$ cat src/rtl/rtc_tick_pkg.sv
package rtc_tick_pkg;

  localparam logic [2:0] A_CNT_LO = 3'd0;
  localparam logic [2:0] A_CNT_HI = 3'd1;
  localparam logic [2:0] A_CTRL   = 3'd2;
  localparam logic [2:0] A_STAT   = 3'd3;
  localparam logic [2:0] A_SEC    = 3'd4;
  localparam logic [2:0] A_MIN    = 3'd5;
  localparam logic [2:0] A_HOUR   = 3'd6;

  localparam logic [7:0] SEC_LAST  = 8'd59;
  localparam logic [7:0] MIN_LAST  = 8'd59;
  localparam logic [7:0] HOUR_LAST = 8'd23;

  typedef struct packed {
    logic [7:0] hour;
    logic [7:0] min;
    logic [7:0] sec;
  } rtc_time_t;

  // One-second step with carries; at or past the limit a field wraps to zero.
  function automatic rtc_time_t time_step(rtc_time_t t);
    rtc_time_t n;
    n = t;
    if (t.sec >= SEC_LAST) begin
      n.sec = 8'd0;
      if (t.min >= MIN_LAST) begin
        n.min = 8'd0;
        n.hour = (t.hour >= HOUR_LAST) ? 8'd0 : t.hour + 8'd1;
      end else begin
        n.min = t.min + 8'd1;
      end
    end else begin
      n.sec = t.sec + 8'd1;
    end
    return n;
  endfunction

endpackage

$ cat src/rtl/rtc_sync_edge.sv
module rtc_sync_edge #(
  parameter int STAGES = 2
) (
  input  logic clk,
  input  logic rst_n,
  input  logic async_in,
  output logic rise,
  output logic fall
);
  localparam int MSB = STAGES - 1;

  logic [MSB:0] chain;
  logic         last;

  generate
    if (STAGES == 1) begin : g_one
      always_ff @(posedge clk or negedge rst_n) begin
        if (!rst_n) chain <= '0;
        else        chain <= async_in;
      end
    end else begin : g_many
      always_ff @(posedge clk or negedge rst_n) begin
        if (!rst_n) chain <= '0;
        else        chain <= {chain[MSB-1:0], async_in};
      end
    end
  endgenerate

  always_ff @(posedge clk or negedge rst_n) begin
    if (!rst_n) last <= 1'b0;
    else        last <= chain[MSB];
  end

  assign rise = chain[MSB] & ~last;
  assign fall = ~chain[MSB] & last;
endmodule

$ cat src/rtl/rtc_count_core.sv
module rtc_count_core #(
  parameter int CNT_W  = 16,
  parameter int DATA_W = 8
) (
  input  logic                    clk,
  input  logic                    rst_n,
  input  logic                    rise,
  input  logic                    fall,
  input  logic                    run,
  input  logic                    reload,
  input  logic [CNT_W/DATA_W-1:0] byte_we,
  input  logic [DATA_W-1:0]       wdata,
  output logic [CNT_W-1:0]        count,
  output logic                    armed,
  output logic                    inc_evt,
  output logic                    ovf_evt,
  output logic                    cnt_wr
);
  localparam int NB = CNT_W / DATA_W;

  // Returns {wrapped, next value}; on a wrap the reload sets only the top bit.
  function automatic logic [CNT_W:0] count_advance(logic [CNT_W-1:0] cur, logic rl);
    logic [CNT_W:0] sum;
    sum = {1'b0, cur} + {{CNT_W{1'b0}}, 1'b1};
    if (sum[CNT_W] && rl) sum[CNT_W-1] = 1'b1;
    return sum;
  endfunction

  logic [CNT_W:0]   adv;
  logic [CNT_W-1:0] count_d;

  assign cnt_wr  = |byte_we;
  assign inc_evt = rise & armed & run & ~cnt_wr;
  assign adv     = count_advance(count, reload);
  assign ovf_evt = inc_evt & adv[CNT_W];

  always_comb begin
    count_d = count;
    if (inc_evt) count_d = adv[CNT_W-1:0];
    for (int b = 0; b < NB; b++) begin
      if (byte_we[b]) count_d[b*DATA_W +: DATA_W] = wdata;
    end
  end

  always_ff @(posedge clk or negedge rst_n) begin
    if (!rst_n) begin
      count <= '0;
      armed <= 1'b0;
    end else begin
      count <= count_d;
      if (cnt_wr)    armed <= 1'b0;
      else if (fall) armed <= 1'b1;
    end
  end
endmodule

$ cat src/rtl/rtc_timekeep.sv
module rtc_timekeep
  import rtc_tick_pkg::*;
#(
  parameter logic [7:0] HOUR_INIT = 8'd12
) (
  input  logic       clk,
  input  logic       rst_n,
  input  logic       step,
  input  logic [2:0] we,
  input  logic [7:0] wdata,
  output rtc_time_t  now
);
  rtc_time_t nxt;

  always_comb begin
    nxt = step ? time_step(now) : now;
    if (we[0]) nxt.sec  = wdata;
    if (we[1]) nxt.min  = wdata;
    if (we[2]) nxt.hour = wdata;
  end

  always_ff @(posedge clk or negedge rst_n) begin
    if (!rst_n) now <= '{hour: HOUR_INIT, min: 8'd0, sec: 8'd0};
    else        now <= nxt;
  end
endmodule

$ cat src/rtl/rtc_tick_timer.sv
module rtc_tick_timer
  import rtc_tick_pkg::*;
#(
  parameter int         CNT_W       = 16,
  parameter int         SYNC_STAGES = 2,
  parameter logic [7:0] HOUR_INIT   = 8'd12
) (
  input  logic       clk,
  input  logic       rst_n,
  input  logic       xtal_in,
  input  logic       wr_en,
  input  logic [2:0] wr_addr,
  input  logic [7:0] wr_data,
  input  logic [2:0] rd_addr,
  output logic [7:0] rd_data,
  output logic       irq
);
  localparam int DATA_W = 8;
  localparam int NB     = CNT_W / DATA_W;

  logic            rise_evt, fall_evt;
  logic [NB-1:0]   byte_we;
  logic [CNT_W-1:0] count;
  logic            armed, inc_evt, ovf_evt, cnt_wr;
  logic            run, irq_en, reload, flag, flag_clr;
  logic [2:0]      time_wr;
  rtc_time_t       now;

  generate
    for (genvar b = 0; b < NB; b++) begin : g_bwe
      assign byte_we[b] = wr_en && (wr_addr == 3'(b));
    end
  endgenerate

  assign flag_clr   = wr_en && (wr_addr == A_STAT) && wr_data[0];
  assign time_wr[0] = wr_en && (wr_addr == A_SEC);
  assign time_wr[1] = wr_en && (wr_addr == A_MIN);
  assign time_wr[2] = wr_en && (wr_addr == A_HOUR);

  rtc_sync_edge #(.STAGES(SYNC_STAGES)) u_sync (
    .clk(clk), .rst_n(rst_n), .async_in(xtal_in),
    .rise(rise_evt), .fall(fall_evt)
  );

  rtc_count_core #(.CNT_W(CNT_W), .DATA_W(DATA_W)) u_core (
    .clk(clk), .rst_n(rst_n), .rise(rise_evt), .fall(fall_evt),
    .run(run), .reload(reload), .byte_we(byte_we), .wdata(wr_data),
    .count(count), .armed(armed), .inc_evt(inc_evt),
    .ovf_evt(ovf_evt), .cnt_wr(cnt_wr)
  );

  rtc_timekeep #(.HOUR_INIT(HOUR_INIT)) u_time (
    .clk(clk), .rst_n(rst_n), .step(ovf_evt), .we(time_wr),
    .wdata(wr_data), .now(now)
  );

  always_ff @(posedge clk or negedge rst_n) begin
    if (!rst_n) begin
      run    <= 1'b0;
      irq_en <= 1'b0;
      reload <= 1'b0;
      flag   <= 1'b0;
    end else begin
      if (wr_en && wr_addr == A_CTRL) begin
        run    <= wr_data[0];
        irq_en <= wr_data[1];
        reload <= wr_data[2];
      end
      if (ovf_evt)       flag <= 1'b1;
      else if (flag_clr) flag <= 1'b0;
    end
  end

  assign irq = flag & irq_en;

  always_comb begin
    rd_data = 8'd0;
    case (rd_addr)
      A_CTRL:  rd_data = {5'd0, reload, irq_en, run};
      A_STAT:  rd_data = {6'd0, armed, flag};
      A_SEC:   rd_data = now.sec;
      A_MIN:   rd_data = now.min;
      A_HOUR:  rd_data = now.hour;
      default: begin
        for (int b = 0; b < NB; b++) begin
          if (rd_addr == 3'(b)) rd_data = count[b*DATA_W +: DATA_W];
        end
      end
    endcase
  end
endmodule

$ cat config.mk
export PLATFORM = sky130hd
export DESIGN_NAME = rtc_tick_timer
export DESIGN_NICKNAME = d
export VERILOG_FILES = /design/src/rtl/rtc_tick_pkg.sv /design/src/rtl/rtc_sync_edge.sv /design/src/rtl/rtc_count_core.sv /design/src/rtl/rtc_timekeep.sv /design/src/rtl/rtc_tick_timer.sv
export SDC_FILE = /design/constraint.sdc
export NUM_CORES = 1
export LEC_CHECK = 0
export BUFFER_PORTS_ARGS = -buffer_cell sky130_fd_sc_hd__buf_2
export CELL_PAD_IN_SITES_DETAIL_PLACEMENT = 1
export CELL_PAD_IN_SITES_GLOBAL_PLACEMENT = 1
export CORE_UTILIZATION = 50
export DETAILED_ROUTE_END_ITERATION = 6
export PLACE_DENSITY_LB_ADDON = 0.1
export SYNTH_ARGS = -nofsm -noshare
export SYNTH_HDL_FRONTEND = slang
export SYNTH_HIERARCHICAL = 1
export SYNTH_SLANG_ARGS = --single-unit
$ cat constraint.sdc
create_clock -name clk -period 4.19 [get_ports clk]
set_input_delay 0.838 -clock clk [delete_from_list [all_inputs] [get_ports clk]]
set_output_delay 0.838 -clock clk [all_outputs]
set_load 0.03 [all_outputs]
==> out/summary.md <==
* setup repair after global routing missed its margin: false
* cells traversed along the worst timing path: buf_2, nand2b_1, nor3_1, or2_4, or2_1, or3_1, nor2_1, buf_4, o21a_1, nor2_1, a221o_1
* number of standard cells after synthesis: 352
* ys flop type: sky130_fd_sc_hd__dfrtp_1
* H-tree levels: 2
* transition time at the pin with the least slew margin: 1.09 ns
* synthesized area: 3170 um^2
* worst path bufs/invs: 2
* CTS resizes: 0
* startpoint types: primary input
* Post-Synthesis Mean Instance Area: 9.01 um^2
* clock insertion delay at the later pin of the skew report: 0.31 ns
* clk root buf: sky130_fd_sc_hd__clkbuf_8
* drt pass-1 iters: 4
* count of port buffers added during placement: 26
* total routing resource utilization after global routing: 33.7%
* final critical-path share of the clock period: 76.2%
* synthesized net count: 374
* result of the run: completed
* worst hold path type: reg2reg
* ys async rst share: 100%
* number of buffers on the longest clock path: 2
* clock tree from TritonCTS: built
* diode insertion count for antenna repair: 0
* GRT Residual Overflow: 0
* multi-input gate area in the final layout: 1810 um^2
* DIE WIDTH: 81.7 um
* die footprint: 6670 um^2
* antenna violations before repair: 0
* via count of the first global-routing pass: 3049
* number of max-cap violations: 0
* number of buffers added for setup after CTS: 0
* proportion of layout cells with a drive suffix above 1: 18.7%
* max frequency: 313 MHz
* vias per cell: 6.58
* via count: 2992
* final setup fails: 0
* EDFF count, synth: 0
* number of placement rows: 28
* routed len/inst: 22.3 um
* area added between synthesis and finish: 9.27%
* leakage power of the design: 1.44 nW
* sequential share of the synthesized area: 37.9%
* post-route minimum period: 3.19 ns
* synth warn: 6
* number of nets at the end of the flow: 401
* register bit total from synthesis: 48
* cell mode on critical path: sky130_fd_sc_hd__nor2_1
* height of the die: 81.7 um
* CP required: 4.40 ns
* largest net degree at the start of global routing: 31
* sum of negative setup slack: 0 ns
* slowest stage cell on the critical path: sky130_fd_sc_hd__or3_1
* total CTS buffers: 5
* CTS clock-pin slew for the worst setup and hold paths: 0.09 ns
* detailed router's first-iteration violation count: 223
* I/O pin cnt: 27
* maximum fanout along the worst path: 11
* aggregate routed wire length: 10.2 mm
* endpoint class of the critical path: flip-flop
* Starting Density: 52.7%
* DRC: 0
* detailed placement HPWL: 7.36 mm
* worst path arrival time: 3.40 ns
* Num Clock Sinks: 48
* number of max-slew violations in the final report: 0
* cts hold-fix bufs: 0
* post-route antenna net violation count: 0
* Hold Vio Cnt, Final: 0
* final weighted congestion in routability-driven placement: 0.906
* peak supply drop: 216 uV
* Placed Cells: 447
* Worst slew margin: 27.0%
* area taken by flip-flops and latches: 1200 um^2
* filler-free cell count of the finished design: 455
* Final Skew: 0.00574 ns
* delay contributed by the slowest stage of the critical path: 0.43 ns
* Setup Crit Path Kind: in2reg
* pwr/cell area: 429 nW/um^2
* distinct cell type count of the synthesized netlist: 69
* fill count: 732
* global-route wire length before repair: 16.3 mm
* total core area: 6030 um^2
* family with the most delay on the worst path: simple AND/OR/NAND/NOR gates
stage by stage:
| stage | hold WS, ns | instance area [um^2] | utilization [%] | setup WS, ns | total power [mW] |
|---|---|---|---|---|---|
| floorplan | 0.331 | 3170 | - | 0.777 | 0.980 |
| global placement | 0.336 | 3360 | 55.7 | 0.848 | 1.11 |
| detailed placement | 0.347 | 3360 | 55.7 | 0.706 | 1.14 |
| CTS | 0.369 | 3470 | 57.5 | 1.02 | 1.49 |
| global route | 0.380 | 3470 | 57.5 | 0.892 | 1.57 |
| finish | 0.364 | 3470 | 57.5 | 0.999 | 1.49 |
layer usage:
layer	share of wire [%]	vias to the layer above	GRT usage [%]
met2	48	110	53.5
li1	-	1371	-
met1	44	1494	45.7
met3	6.3	17	5.67
met5	0	-	0
met4	1.9	0	13.2
layout make-up:
class                   instances  share of cell area [%]
inverters                      13                    1.41
flip-flops and latches         48                    34.7
multi-input cells             276                    52.3
well taps                      75                    2.71
clock inverters                 3                    1.23
repair buffers                 35                    5.70
clock buffers                   5                    1.98
logic make-up (layout without fill, tap and decap cells):
| kind of cell | Yosys count | in the layout | share of synthesized area, % |
|---|---|---|---|
| AOI/OAI and AO/OA | 98 | 98 | 24.2 |
| xor gates and xnor gates | 6 | 6 | 1.66 |
| adders and majority gates | 4 | 4 | 1.58 |
| buffers and inverters | 28 | 56 | 4.97 |
| DFF | 48 | 48 | 37.9 |
| muxes | 19 | 19 | 6.19 |
| and+or+nand+nor | 149 | 149 | 23.5 |
registers in the layout (all words and copies together) (netlist names):
register	cells
u_time/now	24
u_core/count	16
u_sync/chain	2
flag	1
irq_en	1
reload	1
run	1
u_core/armed	1
u_sync/last	1
Yosys cell counts (all sizes together) (2+ instances only):
master   instances  area share, %
mux2             5            1.8
inv             13            1.5
nand4            6            1.2
nand3           15            2.4
a22o             2           0.55
xor2             5            1.4
dfstp            2            1.7
clkbuf           6           0.71
nor4b            2           0.55
o21ai           20            3.3
nor2b            5            1.1
and2             2           0.39
or4              2           0.47
nor2            25            3.1
o31ai            4           0.95
and3             4           0.95
nor4             6            1.4
a211oi           3           0.87
or2              5            1.1
a221o            7            2.2
o211ai           4           0.95
o2111a           2           0.99
nand2           57            6.7
o221ai           4            1.7
a32oi            2           0.55
buf              9            2.7
o2bb2ai          2           0.75
nor3            10            1.6
dfrtp           46             36
nand4b           2           0.55
mux2i           14            4.4
o311ai           8            2.2
a21oi           17            2.8
o22ai           10            2.0
ha               4            1.6
nand2b           6            1.4
layout by cell type, fill, tap and decap left out, drive strengths merged, types with 5 or more instances in the layout:
master and instances:
o22ai 10, a21oi 17, o311ai 8, dfrtp 46, mux2 5, nand2b 6, nand4 6, o21ai 20
mux2i 14, nand2 57, nor4 6, nor3 10, nand3 15, xor2 5, clkbuf 5, or2 5
a221o 7, nor2 25, inv 13, nor2b 5, buf 35
where the power goes:
group	leakage [nW]	internal, mW	switching, mW
Sequential	0.589	0.567	0.153
Clock	0.0541	0.177	0.174
Combinational	0.793	0.170	0.247
Total	1.44	0.915	0.574
path summary, 6_finish.rpt:
kind                                 startpoint               to  slack [ns]  cells past startpoint
max in group asynchronous                 rst_n    u_time/now[7]        2.94                      2
worst min-delay path            u_sync/chain[0]  u_sync/chain[1]        0.36                      0
min in group asynchronous                 rst_n   u_time/now[21]        0.46                      1
worst max register to register  u_sync/chain[1]   u_time/now[12]        1.37                      9
worst max-delay path                 wr_addr[0]   u_time/now[12]         1.0                     11
worst min register to register  u_sync/chain[0]  u_sync/chain[1]        0.36                      0
worst register-to-register path, stage by stage, from the launching register on:
cell and delay [ns]:
sky130_fd_sc_hd__dfrtp_1 0.38, sky130_fd_sc_hd__nor2b_1 0.19, sky130_fd_sc_hd__nand3_1 0.17, sky130_fd_sc_hd__or2_1 0.27, sky130_fd_sc_hd__or3_1 0.43, sky130_fd_sc_hd__nor2_1 0.26
sky130_fd_sc_hd__buf_4 0.24, sky130_fd_sc_hd__o21a_1 0.31, sky130_fd_sc_hd__nor2_1 0.16, sky130_fd_sc_hd__a221o_1 0.31
Power figures use the tool's default switching activity.
